$ cat src/rtl/bm_pkg.sv
package bm_pkg;
   localparam logic [7:0] OPC_RD_SP   = 8'h11;
   localparam logic [7:0] OPC_WR_SP   = 8'h17;
   localparam logic [7:0] OPC_SP1_NV1 = 8'h22;
   localparam logic [7:0] OPC_SP2_NV2 = 8'h25;
   localparam logic [7:0] OPC_SP3_RAM = 8'h28;
   localparam logic [7:0] OPC_NV1_SP1 = 8'h71;
   localparam logic [7:0] OPC_NV2_SP2 = 8'h77;
   localparam logic [7:0] OPC_RAM_SP3 = 8'h7A;
   localparam logic [7:0] OPC_LOCK    = 8'h43;
   localparam logic [7:0] OPC_UNLOCK  = 8'h44;
   localparam logic [7:0] OPC_RD_REG  = 8'hB2;
   localparam logic [7:0] OPC_CNT_CLR = 8'hB8;
   localparam logic [7:0] OPC_CNT_INC = 8'hB5;
   localparam logic [7:0] OPC_CONV_V  = 8'hB4;
   localparam logic [7:0] OPC_CONV_T  = 8'hD2;

   localparam int PG_BYTES = 32;
   localparam int NUM_SP   = 3;
   localparam int SP_BYTES = PG_BYTES * NUM_SP;

   typedef enum logic [2:0] {ST_OPC, ST_ADDR, ST_XFER, ST_HALT} state_e;
   typedef enum logic [1:0] {XK_SP_RD, XK_SP_WR, XK_REG_RD} xfer_e;
   typedef enum logic [2:0] {NV_CP1, NV_CP2, NV_LOCK, NV_UNLOCK, NV_CCLR, NV_CINC} nvop_e;

   function automatic logic sp_addr_ok(input logic [7:0] a);
      return a < 8'(SP_BYTES);
   endfunction

   function automatic logic reg_addr_ok(input logic [7:0] a);
      return (a >= 8'h60 && a <= 8'h63) || a == 8'h77 || a == 8'h78 ||
             (a >= 8'h80 && a <= 8'h83);
   endfunction

   function automatic logic is_nv_opc(input logic [7:0] b);
      return b == OPC_SP1_NV1 || b == OPC_SP2_NV2 || b == OPC_LOCK ||
             b == OPC_UNLOCK || b == OPC_CNT_CLR || b == OPC_CNT_INC;
   endfunction
endpackage

$ cat src/rtl/bm_nv_timer.sv
module bm_nv_timer #(
   parameter int DELAY = 16
) (
   input  logic clk,
   input  logic rst_n,
   input  logic start_i,
   output logic busy_o,
   output logic done_o
);
   localparam int CW = $clog2(DELAY + 1);

   if (DELAY < 1) begin : g_bad_delay
      $error("bm_nv_timer: DELAY must be at least 1");
   end

   logic [CW-1:0] cnt_q;

   always_ff @(posedge clk or negedge rst_n) begin
      if (!rst_n) begin
         busy_o <= 1'b0;
         cnt_q  <= '0;
      end else if (start_i && !busy_o) begin
         busy_o <= 1'b1;
         cnt_q  <= CW'(DELAY);
      end else if (busy_o) begin
         if (cnt_q == CW'(1)) busy_o <= 1'b0;
         else                 cnt_q  <= cnt_q - CW'(1);
      end
   end

   assign done_o = busy_o && (cnt_q == CW'(1));


   start_busy_chk: assert property (@(posedge clk) disable iff (!rst_n)
      (start_i && !busy_o) |=> busy_o);

   done_idle_chk: assert property (@(posedge clk) disable iff (!rst_n)
      done_o |=> !busy_o);
endmodule

$ cat src/rtl/bm_conv_chan.sv
module bm_conv_chan #(
   parameter int DW = 16
) (
   input  logic          clk,
   input  logic          rst_n,
   input  logic          go_i,
   input  logic          done_i,
   input  logic [DW-1:0] data_i,
   output logic          busy_o,
   output logic [DW-1:0] val_o
);
   always_ff @(posedge clk or negedge rst_n) begin
      if (!rst_n) begin
         busy_o <= 1'b0;
         val_o  <= '0;
      end else if (busy_o && done_i) begin
         busy_o <= 1'b0;
         val_o  <= data_i;
      end else if (go_i) begin
         busy_o <= 1'b1;
      end
   end


   hold_busy_chk: assert property (@(posedge clk) disable iff (!rst_n)
      (busy_o && !done_i) |=> busy_o);

   done_clear_chk: assert property (@(posedge clk) disable iff (!rst_n)
      (busy_o && done_i) |=> (!busy_o && val_o == $past(data_i)));
endmodule

$ cat src/rtl/bm_cmd_engine.sv
module bm_cmd_engine
   import bm_pkg::*;
#(
   parameter int          NV_DELAY   = 200000,
   parameter int          LOCK_BYTES = 24,
   parameter int          CNT_W      = 16,
   parameter logic [23:0] DEV_ID     = 24'hA5C3E1
) (
   input  logic        clk,
   input  logic        rst_n,
   input  logic        bus_rst_i,
   input  logic        rx_vld_i,
   input  logic [7:0]  rx_byte_i,
   input  logic        rd_req_i,
   output logic        rd_vld_o,
   output logic [7:0]  rd_byte_o,
   output logic        v_conv_go_o,
   input  logic        v_conv_done_i,
   input  logic [15:0] v_conv_data_i,
   output logic        t_conv_go_o,
   input  logic        t_conv_done_i,
   input  logic [15:0] t_conv_data_i,
   output logic        nv_busy_o,
   output logic        v_busy_o,
   output logic        t_busy_o
);
   localparam int NCH  = 2;
   localparam int CH_V = 0;
   localparam int CH_T = 1;

   if (LOCK_BYTES < 0 || LOCK_BYTES > PG_BYTES) begin : g_bad_lock
      $error("bm_cmd_engine: LOCK_BYTES out of page range");
   end
   if (CNT_W < 1 || CNT_W > 16) begin : g_bad_cnt
      $error("bm_cmd_engine: CNT_W must be 1..16");
   end

   state_e           state_q;
   xfer_e            kind_q;
   nvop_e            pend_q;
   logic [7:0]       addr_q;
   logic             lock_q;
   logic [CNT_W-1:0] cyc_q;
   logic [7:0]       sp_q   [SP_BYTES];
   logic [7:0]       nv1_q  [PG_BYTES];
   logic [7:0]       nv2_q  [PG_BYTES];
   logic [7:0]       ram_q  [PG_BYTES];
   logic [PG_BYTES-1:0] lk_mask;
   logic [NCH-1:0]   conv_go, conv_go_q, conv_done, conv_busy;
   logic [15:0]      conv_din [NCH];
   logic [15:0]      conv_val [NCH];
   logic             nv_start, nv_done, opc_take;
   logic [7:0]       reg_byte, status_b;
   logic [15:0]      cyc16;
   logic [7:0]       addr_nx;

   for (genvar g = 0; g < PG_BYTES; g++) begin : g_lock_mask
      assign lk_mask[g] = (g < LOCK_BYTES);
   end

   assign opc_take = (state_q == ST_OPC) && rx_vld_i && !bus_rst_i;
   assign nv_start = opc_take && is_nv_opc(rx_byte_i) && !nv_busy_o;
   assign addr_nx  = addr_q + 8'd1;

   bm_nv_timer #(.DELAY(NV_DELAY)) u_nv_timer (
      .clk     (clk),
      .rst_n   (rst_n),
      .start_i (nv_start),
      .busy_o  (nv_busy_o),
      .done_o  (nv_done)
   );

   assign conv_go[CH_V]   = opc_take && rx_byte_i == OPC_CONV_V;
   assign conv_go[CH_T]   = opc_take && rx_byte_i == OPC_CONV_T;
   assign conv_done[CH_V] = v_conv_done_i;
   assign conv_done[CH_T] = t_conv_done_i;
   assign conv_din[CH_V]  = v_conv_data_i;
   assign conv_din[CH_T]  = t_conv_data_i;

   for (genvar c = 0; c < NCH; c++) begin : g_conv
      bm_conv_chan #(.DW(16)) u_chan (
         .clk    (clk),
         .rst_n  (rst_n),
         .go_i   (conv_go[c]),
         .done_i (conv_done[c]),
         .data_i (conv_din[c]),
         .busy_o (conv_busy[c]),
         .val_o  (conv_val[c])
      );
   end

   assign v_busy_o    = conv_busy[CH_V];
   assign t_busy_o    = conv_busy[CH_T];
   assign v_conv_go_o = conv_go_q[CH_V];
   assign t_conv_go_o = conv_go_q[CH_T];

   assign status_b = {4'd0, lock_q, t_busy_o, v_busy_o, nv_busy_o};
   assign cyc16    = 16'(cyc_q);

   always_comb begin
      case (addr_q)
         8'h60:   reg_byte = conv_val[CH_T][7:0];
         8'h61:   reg_byte = conv_val[CH_T][15:8];
         8'h62:   reg_byte = conv_val[CH_V][7:0];
         8'h63:   reg_byte = conv_val[CH_V][15:8];
         8'h77:   reg_byte = status_b;
         8'h78:   reg_byte = DEV_ID[7:0];
         8'h80:   reg_byte = cyc16[7:0];
         8'h81:   reg_byte = cyc16[15:8];
         8'h82:   reg_byte = DEV_ID[15:8];
         8'h83:   reg_byte = DEV_ID[23:16];
         default: reg_byte = 8'hFF;
      endcase
   end

   always_ff @(posedge clk or negedge rst_n) begin
      if (!rst_n) begin
         state_q   <= ST_OPC;
         kind_q    <= XK_SP_RD;
         pend_q    <= NV_CP1;
         addr_q    <= '0;
         lock_q    <= 1'b0;
         cyc_q     <= '0;
         rd_vld_o  <= 1'b0;
         rd_byte_o <= 8'hFF;
         conv_go_q <= '0;
         for (int i = 0; i < SP_BYTES; i++) sp_q[i] <= '0;
         for (int i = 0; i < PG_BYTES; i++) begin
            nv1_q[i] <= '0;
            nv2_q[i] <= '0;
            ram_q[i] <= '0;
         end
      end else begin
         rd_vld_o  <= rd_req_i;
         rd_byte_o <= 8'hFF;
         conv_go_q <= conv_go & ~conv_busy;

         if (nv_done) begin
            case (pend_q)
               NV_CP1: for (int i = 0; i < PG_BYTES; i++)
                          if (!(lock_q && lk_mask[i])) nv1_q[i] <= sp_q[i];
               NV_CP2: for (int i = 0; i < PG_BYTES; i++)
                          nv2_q[i] <= sp_q[PG_BYTES + i];
               NV_LOCK:   lock_q <= 1'b1;
               NV_UNLOCK: lock_q <= 1'b0;
               NV_CCLR:   cyc_q  <= '0;
               default:   cyc_q  <= cyc_q + CNT_W'(1);
            endcase
         end

         if (bus_rst_i) begin
            state_q <= ST_OPC;
         end else begin
            case (state_q)
               ST_OPC: if (rx_vld_i) begin
                  state_q <= ST_HALT;
                  case (rx_byte_i)
                     OPC_RD_SP:  begin kind_q <= XK_SP_RD;  state_q <= ST_ADDR; end
                     OPC_WR_SP:  begin kind_q <= XK_SP_WR;  state_q <= ST_ADDR; end
                     OPC_RD_REG: begin kind_q <= XK_REG_RD; state_q <= ST_ADDR; end
                     OPC_SP1_NV1: if (nv_start) pend_q <= NV_CP1;
                     OPC_SP2_NV2: if (nv_start) pend_q <= NV_CP2;
                     OPC_LOCK:    if (nv_start) pend_q <= NV_LOCK;
                     OPC_UNLOCK:  if (nv_start) pend_q <= NV_UNLOCK;
                     OPC_CNT_CLR: if (nv_start) pend_q <= NV_CCLR;
                     OPC_CNT_INC: if (nv_start) pend_q <= NV_CINC;
                     OPC_NV1_SP1: for (int i = 0; i < PG_BYTES; i++)
                                     if (!(lock_q && lk_mask[i])) sp_q[i] <= nv1_q[i];
                     OPC_NV2_SP2: for (int i = 0; i < PG_BYTES; i++)
                                     sp_q[PG_BYTES + i] <= nv2_q[i];
                     OPC_RAM_SP3: for (int i = 0; i < PG_BYTES; i++)
                                     sp_q[2*PG_BYTES + i] <= ram_q[i];
                     OPC_SP3_RAM: for (int i = 0; i < PG_BYTES; i++)
                                     ram_q[i] <= sp_q[2*PG_BYTES + i];
                     default: ;
                  endcase
               end
               ST_ADDR: if (rx_vld_i) begin
                  addr_q <= rx_byte_i;
                  if (kind_q == XK_REG_RD) state_q <= reg_addr_ok(rx_byte_i) ? ST_XFER : ST_HALT;
                  else                     state_q <= sp_addr_ok(rx_byte_i)  ? ST_XFER : ST_HALT;
               end
               ST_XFER: begin
                  if (kind_q == XK_SP_RD && rd_req_i) begin
                     rd_byte_o <= sp_q[addr_q[6:0]];
                     addr_q    <= addr_nx;
                     if (!sp_addr_ok(addr_nx)) state_q <= ST_HALT;
                  end else if (kind_q == XK_SP_WR && rx_vld_i) begin
                     if (!(lock_q && addr_q < 8'(LOCK_BYTES))) sp_q[addr_q[6:0]] <= rx_byte_i;
                     addr_q <= addr_nx;
                     if (!sp_addr_ok(addr_nx)) state_q <= ST_HALT;
                  end else if (kind_q == XK_REG_RD && rd_req_i) begin
                     rd_byte_o <= reg_byte;
                     addr_q    <= addr_nx;
                     if (!reg_addr_ok(addr_nx)) state_q <= ST_HALT;
                  end
               end
               default: ;
            endcase
         end
      end
   end


   rd_answer_chk: assert property (@(posedge clk) disable iff (!rst_n)
      rd_req_i |=> rd_vld_o);

   halt_ff_chk: assert property (@(posedge clk) disable iff (!rst_n)
      (state_q == ST_HALT && rd_req_i) |=> rd_byte_o == 8'hFF);

   lock_hold_chk: assert property (@(posedge clk) disable iff (!rst_n)
      (lock_q && LOCK_BYTES > 0) |=> ($stable(sp_q[0]) && $stable(nv1_q[0])));

   cnt_stable_chk: assert property (@(posedge clk) disable iff (!rst_n)
      !nv_done |=> $stable(cyc_q));

   vgo_chk: assert property (@(posedge clk) disable iff (!rst_n)
      $rose(v_busy_o) |-> v_conv_go_o);

   tgo_chk: assert property (@(posedge clk) disable iff (!rst_n)
      $rose(t_busy_o) |-> t_conv_go_o);
endmodule

$ cat config.mk
export PLATFORM = sky130hd
export DESIGN_NAME = bm_cmd_engine
export DESIGN_NICKNAME = d
export VERILOG_FILES = /design/src/rtl/bm_pkg.sv /design/src/rtl/bm_nv_timer.sv /design/src/rtl/bm_conv_chan.sv /design/src/rtl/bm_cmd_engine.sv
export SDC_FILE = /design/constraint.sdc
export NUM_CORES = 2
export LEC_CHECK = 0
export BUFFER_PORTS_ARGS = -buffer_cell sky130_fd_sc_hd__buf_2
export CELL_PAD_IN_SITES_DETAIL_PLACEMENT = 0
export CELL_PAD_IN_SITES_GLOBAL_PLACEMENT = 1
export CORE_AREA = 8 8 417 419
export CTS_BUF_LIST = sky130_fd_sc_hd__clkbuf_16
export DETAILED_ROUTE_END_ITERATION = 10
export DIE_AREA = 0 0 425 427
export PLACE_DENSITY_LB_ADDON = 0.1
export SLEW_MARGIN = 10
export SYNTH_ARGS = -nofsm -noshare
export SYNTH_HDL_FRONTEND = slang
export SYNTH_HIERARCHICAL = 1
export SYNTH_SLANG_ARGS = --single-unit
$ cat constraint.sdc
create_clock -name clk -period 4.9 [get_ports clk]
set_input_delay 0.98 -clock clk [delete_from_list [all_inputs] [get_ports clk]]
set_output_delay 0.98 -clock clk [all_outputs]
set_load 0.01 [all_outputs]
==> flow_results.xml <==
<?xml version="1.0" encoding="UTF-8"?>
<metrics>
  <group name="synthesis">
    <metric name="synthCells" unit="">6079</metric>
    <metric name="yosys_most_used_dff" unit="">sky130_fd_sc_hd__dfrtp_1</metric>
    <metric name="synth_enable_flop_cells" unit="">0</metric>
    <metric name="post_synth_num_cell_types" unit="">82</metric>
    <metric name="postSynthAreaPerCell" unit="um2">12.3</metric>
    <metric name="synth_seq_area_share" unit="">0.548</metric>
    <metric name="synth.cell_area" unit="mm2">0.0746</metric>
    <metric name="syn-num-nets" unit="">6135</metric>
    <metric name="count_of_state_elements_after_synthesis" unit="">1633</metric>
    <metric name="ys_warn_count" unit="">6</metric>
    <metric name="asyncSetResetFlopFracSynth" unit="">1.00</metric>
  </group>
  <group name="final_layout">
    <metric name="layout.cells.most_common" unit="">sky130_fd_sc_hd__dfrtp_1</metric>
    <metric name="register_area" unit="mm2">0.0409</metric>
    <metric name="final_cell_mix" unit="">sky130_fd_sc_hd__dfrtp_1 (1622), sky130_fd_sc_hd__mux2_2 (833), sky130_fd_sc_hd__a22oi_1 (822)</metric>
    <metric name="finish.utilization" unit="">0.499</metric>
    <metric name="layout.cell_area.non_filler" unit="mm2">0.0838</metric>
    <metric name="layout-area-overhead-vs-synth" unit="%">12.3</metric>
    <metric name="num-fill-cells" unit="">14800</metric>
    <metric name="nNetsFinal" unit="">6137</metric>
    <metric name="area_of_the_multi_input_gates" unit="mm2">0.0316</metric>
    <metric name="layout-drive-gt1-share" unit="">0.246</metric>
  </group>
  <group name="sta">
    <metric name="timing.max_slew.rel_slack" unit="">0.238</metric>
    <metric name="fin_tns_setup" unit="ns">0</metric>
    <metric name="period_utilization" unit="">0.859</metric>
    <metric name="timing_hold_violations_final" unit="">0</metric>
    <metric name="setup_ws" unit="ns">0.693</metric>
    <metric name="clock-skew-final" unit="ns">0.0315</metric>
    <metric name="finalWorstPathRequiredPeriod" unit="ns">4.21</metric>
    <metric name="max_slew.worst_pin.slew" unit="ns">1.13</metric>
    <metric name="final-setup-viol-count" unit="">0</metric>
    <metric name="timing.final.max_slew_violations" unit="">0</metric>
    <metric name="maxClockFrequency" unit="MHz">238</metric>
    <metric name="rsz_0062_raised_after_global_routing" unit="">no</metric>
  </group>
  <group name="drt">
    <metric name="antenna_violating_nets_post_route" unit="">0</metric>
    <metric name="routed_wl" unit="um">275000</metric>
    <metric name="vias_after_detailed_routing" unit="">56200</metric>
    <metric name="post_drt_via_cell_ratio" unit="">6.65</metric>
    <metric name="route.detailed.wl_per_inst" unit="um">32.5</metric>
    <metric name="drt-pass1-iter-count" unit="">8</metric>
    <metric name="detail_route.drc_violations" unit="">0</metric>
    <metric name="drt_iter0_drc" unit="">6321</metric>
  </group>
  <group name="power">
    <metric name="leakage" unit="nW">36.2</metric>
    <metric name="power_per_cell_area" unit="mW/mm2">431</metric>
    <metric name="fin_total_pwr" unit="W">0.0361</metric>
    <metric name="vdd.ir_drop.worst" unit="uV">419</metric>
  </group>
  <group name="clock_network">
    <metric name="worstSkewPairLatency" unit="ns">0.84</metric>
    <metric name="cts_inserted_buffers" unit="">181</metric>
    <metric name="clk_root_buffer_cell" unit="">sky130_fd_sc_hd__clkbuf_16</metric>
    <metric name="clock_tree.htree_level_count" unit="">4</metric>
    <metric name="cts.path.max_buffers" unit="">3</metric>
    <metric name="numClockSinks" unit="">1633</metric>
    <metric name="tritoncts_clock_tree" unit="">yes</metric>
    <metric name="cts_repair_resize_count" unit="">0</metric>
    <metric name="cts_hold_buf" unit="">0</metric>
    <metric name="clk_transition_reported_paths" unit="ns">0.06</metric>
    <metric name="postCtsSetupBuffers" unit="">0</metric>
  </group>
  <group name="critical_path">
    <metric name="critPathLaunchType" unit="">flip-flop</metric>
    <metric name="path_max_fanout" unit="">24</metric>
    <metric name="worst_ep_required_time" unit="ns">5.64</metric>
    <metric name="timing_worst_setup_path_type" unit="">flip-flop to flip-flop</metric>
    <metric name="critPathArrivalTime" unit="ns">4.95</metric>
    <metric name="r2r_setup_slk" unit="ns">0.69</metric>
    <metric name="cp-end-kind" unit="">flip-flop</metric>
  </group>
  <group name="floorplan">
    <metric name="die_height" unit="um">427</metric>
    <metric name="floorplan.die.width" unit="um">425</metric>
    <metric name="placement_rows" unit="">151</metric>
    <metric name="die_area" unit="mm2">0.181</metric>
    <metric name="floorplan.initialDensity" unit="">0.445</metric>
    <metric name="io_pins" unit="">61</metric>
    <metric name="placeableCoreArea" unit="mm2">0.168</metric>
  </group>
  <group name="grt">
    <metric name="grt_usage" unit="">0.296</metric>
    <metric name="gr_layer_usage_met3" unit="">0.0557</metric>
    <metric name="grt-ovfl-total" unit="">0</metric>
    <metric name="pin_count_of_the_biggest_net_entering_global_routing" unit="">169</metric>
    <metric name="gr-usage-met1" unit="">0.421</metric>
    <metric name="global_route.peak_usage_layer" unit="">met2</metric>
    <metric name="grt_first_pass_wirelength" unit="um">404000</metric>
    <metric name="antenna_found_initial" unit="">5</metric>
    <metric name="grt_pass1_vias" unit="">56200</metric>
    <metric name="globalRouteMet2Util" unit="">0.447</metric>
  </group>
  <group name="placed_design">
    <metric name="hpwl_detailed" unit="um">171000</metric>
    <metric name="globalplace.congestion" unit="">0.895</metric>
    <metric name="placedInstanceArea" unit="mm2">0.0783</metric>
    <metric name="port-buffer-count" unit="">60</metric>
    <metric name="place_ws" unit="ns">0.839</metric>
  </group>
  <group name="run_status">
    <metric name="run_status" unit="">finished clean</metric>
  </group>
  <group name="worst_hold_path">
    <metric name="hold_class" unit="">input pin to async pin</metric>
  </group>
  <group name="run">
    <metric name="max-cap-violations" unit="">0</metric>
  </group>
</metrics>
## worst max-delay path, cell delays in order (launching register included)
cell and delay, ns:
sky130_fd_sc_hd__dfrtp_4 0.57, sky130_fd_sc_hd__buf_4 0.41, sky130_fd_sc_hd__inv_2 0.29, sky130_fd_sc_hd__buf_12 0.27
sky130_fd_sc_hd__ha_1 0.23, sky130_fd_sc_hd__buf_4 0.22, sky130_fd_sc_hd__nor4_1 0.95, sky130_fd_sc_hd__nor3_1 0.14
sky130_fd_sc_hd__a31oi_1 0.22, sky130_fd_sc_hd__nor3_1 0.07, sky130_fd_sc_hd__buf_4 0.17, sky130_fd_sc_hd__o41a_1 0.21
sky130_fd_sc_hd__a21oi_1 0.24
## worst paths after layout
| kind | start | endpoint | cells past startpoint |
|---|---|---|---|
| worst min register to register | u_nv_timer/cnt_q[14] | u_nv_timer/cnt_q[14] | 1 |
| worst max-delay path | addr_q[1] | rd_byte_o[6] | 12 |
| worst max register to register | addr_q[1] | rd_byte_o[6] | 12 |
| max in group asynchronous | rst_n | sp_q[233] | 2 |
| min in group clk | v_conv_data_i[0] | g_conv[0].u_chan/val_o[0] | 2 |
| worst min-delay path | rst_n | sp_q[557] | 1 |
## synthesized netlist by cell type (9+ instances only)
library cell	number	area (um2)
sky130_fd_sc_hd__nor2b_1	19	119
sky130_fd_sc_hd__o22a_1	12	105
sky130_fd_sc_hd__inv_1	15	56.3
sky130_fd_sc_hd__buf_2	122	611
sky130_fd_sc_hd__o2bb2ai_1	582	5100
sky130_fd_sc_hd__nor3_1	25	125
sky130_fd_sc_hd__mux2_4	20	300
sky130_fd_sc_hd__a22o_1	22	193
sky130_fd_sc_hd__a22oi_1	822	6170
sky130_fd_sc_hd__buf_4	10	75.1
sky130_fd_sc_hd__a221o_1	18	180
sky130_fd_sc_hd__a31oi_1	15	93.8
sky130_fd_sc_hd__nand2b_1	20	125
sky130_fd_sc_hd__buf_6	10	113
sky130_fd_sc_hd__a221oi_1	80	701
sky130_fd_sc_hd__dfrtp_1	1625	40700
sky130_fd_sc_hd__nor4_1	15	93.8
sky130_fd_sc_hd__a21oi_1	74	370
sky130_fd_sc_hd__o21ai_1	29	145
sky130_fd_sc_hd__xor2_1	9	78.8
sky130_fd_sc_hd__a211oi_1	10	75.1
sky130_fd_sc_hd__o21ai_0	314	1570
sky130_fd_sc_hd__nand3_1	22	110
sky130_fd_sc_hd__clkbuf_1	355	1330
sky130_fd_sc_hd__mux2_2	833	9380
sky130_fd_sc_hd__mux2i_1	119	1190
sky130_fd_sc_hd__or3_1	13	81.3
sky130_fd_sc_hd__buf_1	10	37.5
sky130_fd_sc_hd__o22ai_1	54	338
sky130_fd_sc_hd__mux4_2	63	1420
sky130_fd_sc_hd__ha_1	9	113
sky130_fd_sc_hd__nand2_1	412	1550
sky130_fd_sc_hd__nor2_1	188	706
## cell type report
cell class,instances,area share
Sequential cell,1633,0.488
Multi-Input combinational cell,3920,0.377
Clock inverter,144,0.0108
Timing Repair Buffer,329,0.0353
Inverter,16,0.000717
Tap cell,2218,0.0331
Antenna cell,3,0.0000896
Clock buffer,185,0.0553
## flip-flops by register name, indices dropped and copies added, names as in the netlist
signal	flops
lock_q	1
pend_q	3
nv2_q	256
state_q	3
rd_vld_o	1
sp_q	768
rd_byte_o	8
cyc16	16
u_nv_timer/cnt_q	18
kind_q	2
g_conv.u_chan/busy_o	2
conv_go_q	2
u_nv_timer/busy_o	1
g_conv.u_chan/val_o	32
nv1_q	256
ram_q	256
addr_q	8
## metrics by stage
| step | hold WS, ns | std cells |
|---|---|---|
| global route | 0.116 | 8447 |
| detailed placement | 0.482 | 8116 |
| floorplan | 0.441 | 6079 |
| finish | 0.0824 | 8448 |
| global placement | 0.473 | 8116 |
| CTS | 0.105 | 8445 |
## kinds of logic after synthesis
kind of cell / synth area share
xor gates and xnor gates: 0.00153
adders and majority gates: 0.00151
buffers and inverters: 0.0307
muxes: 0.165
and+or+nand+nor: 0.0448
AOI/OAI and AO/OA: 0.209
DFF: 0.548
## layer usage
metal | up-vias | routed length [um]
li1 | 23400 | -
met1 | 30000 | 120000
met2 | 2194 | 123000
met3 | 572 | 19200
met4 | 4 | 12700
met5 | - | 30
## power by group
part           internal [W]  total [W]  switching, W
clock               0.00727     0.0130       0.00577
sequential           0.0136     0.0140      0.000373
combinational       0.00191    0.00901       0.00710
(Power assumes the default switching activity.)
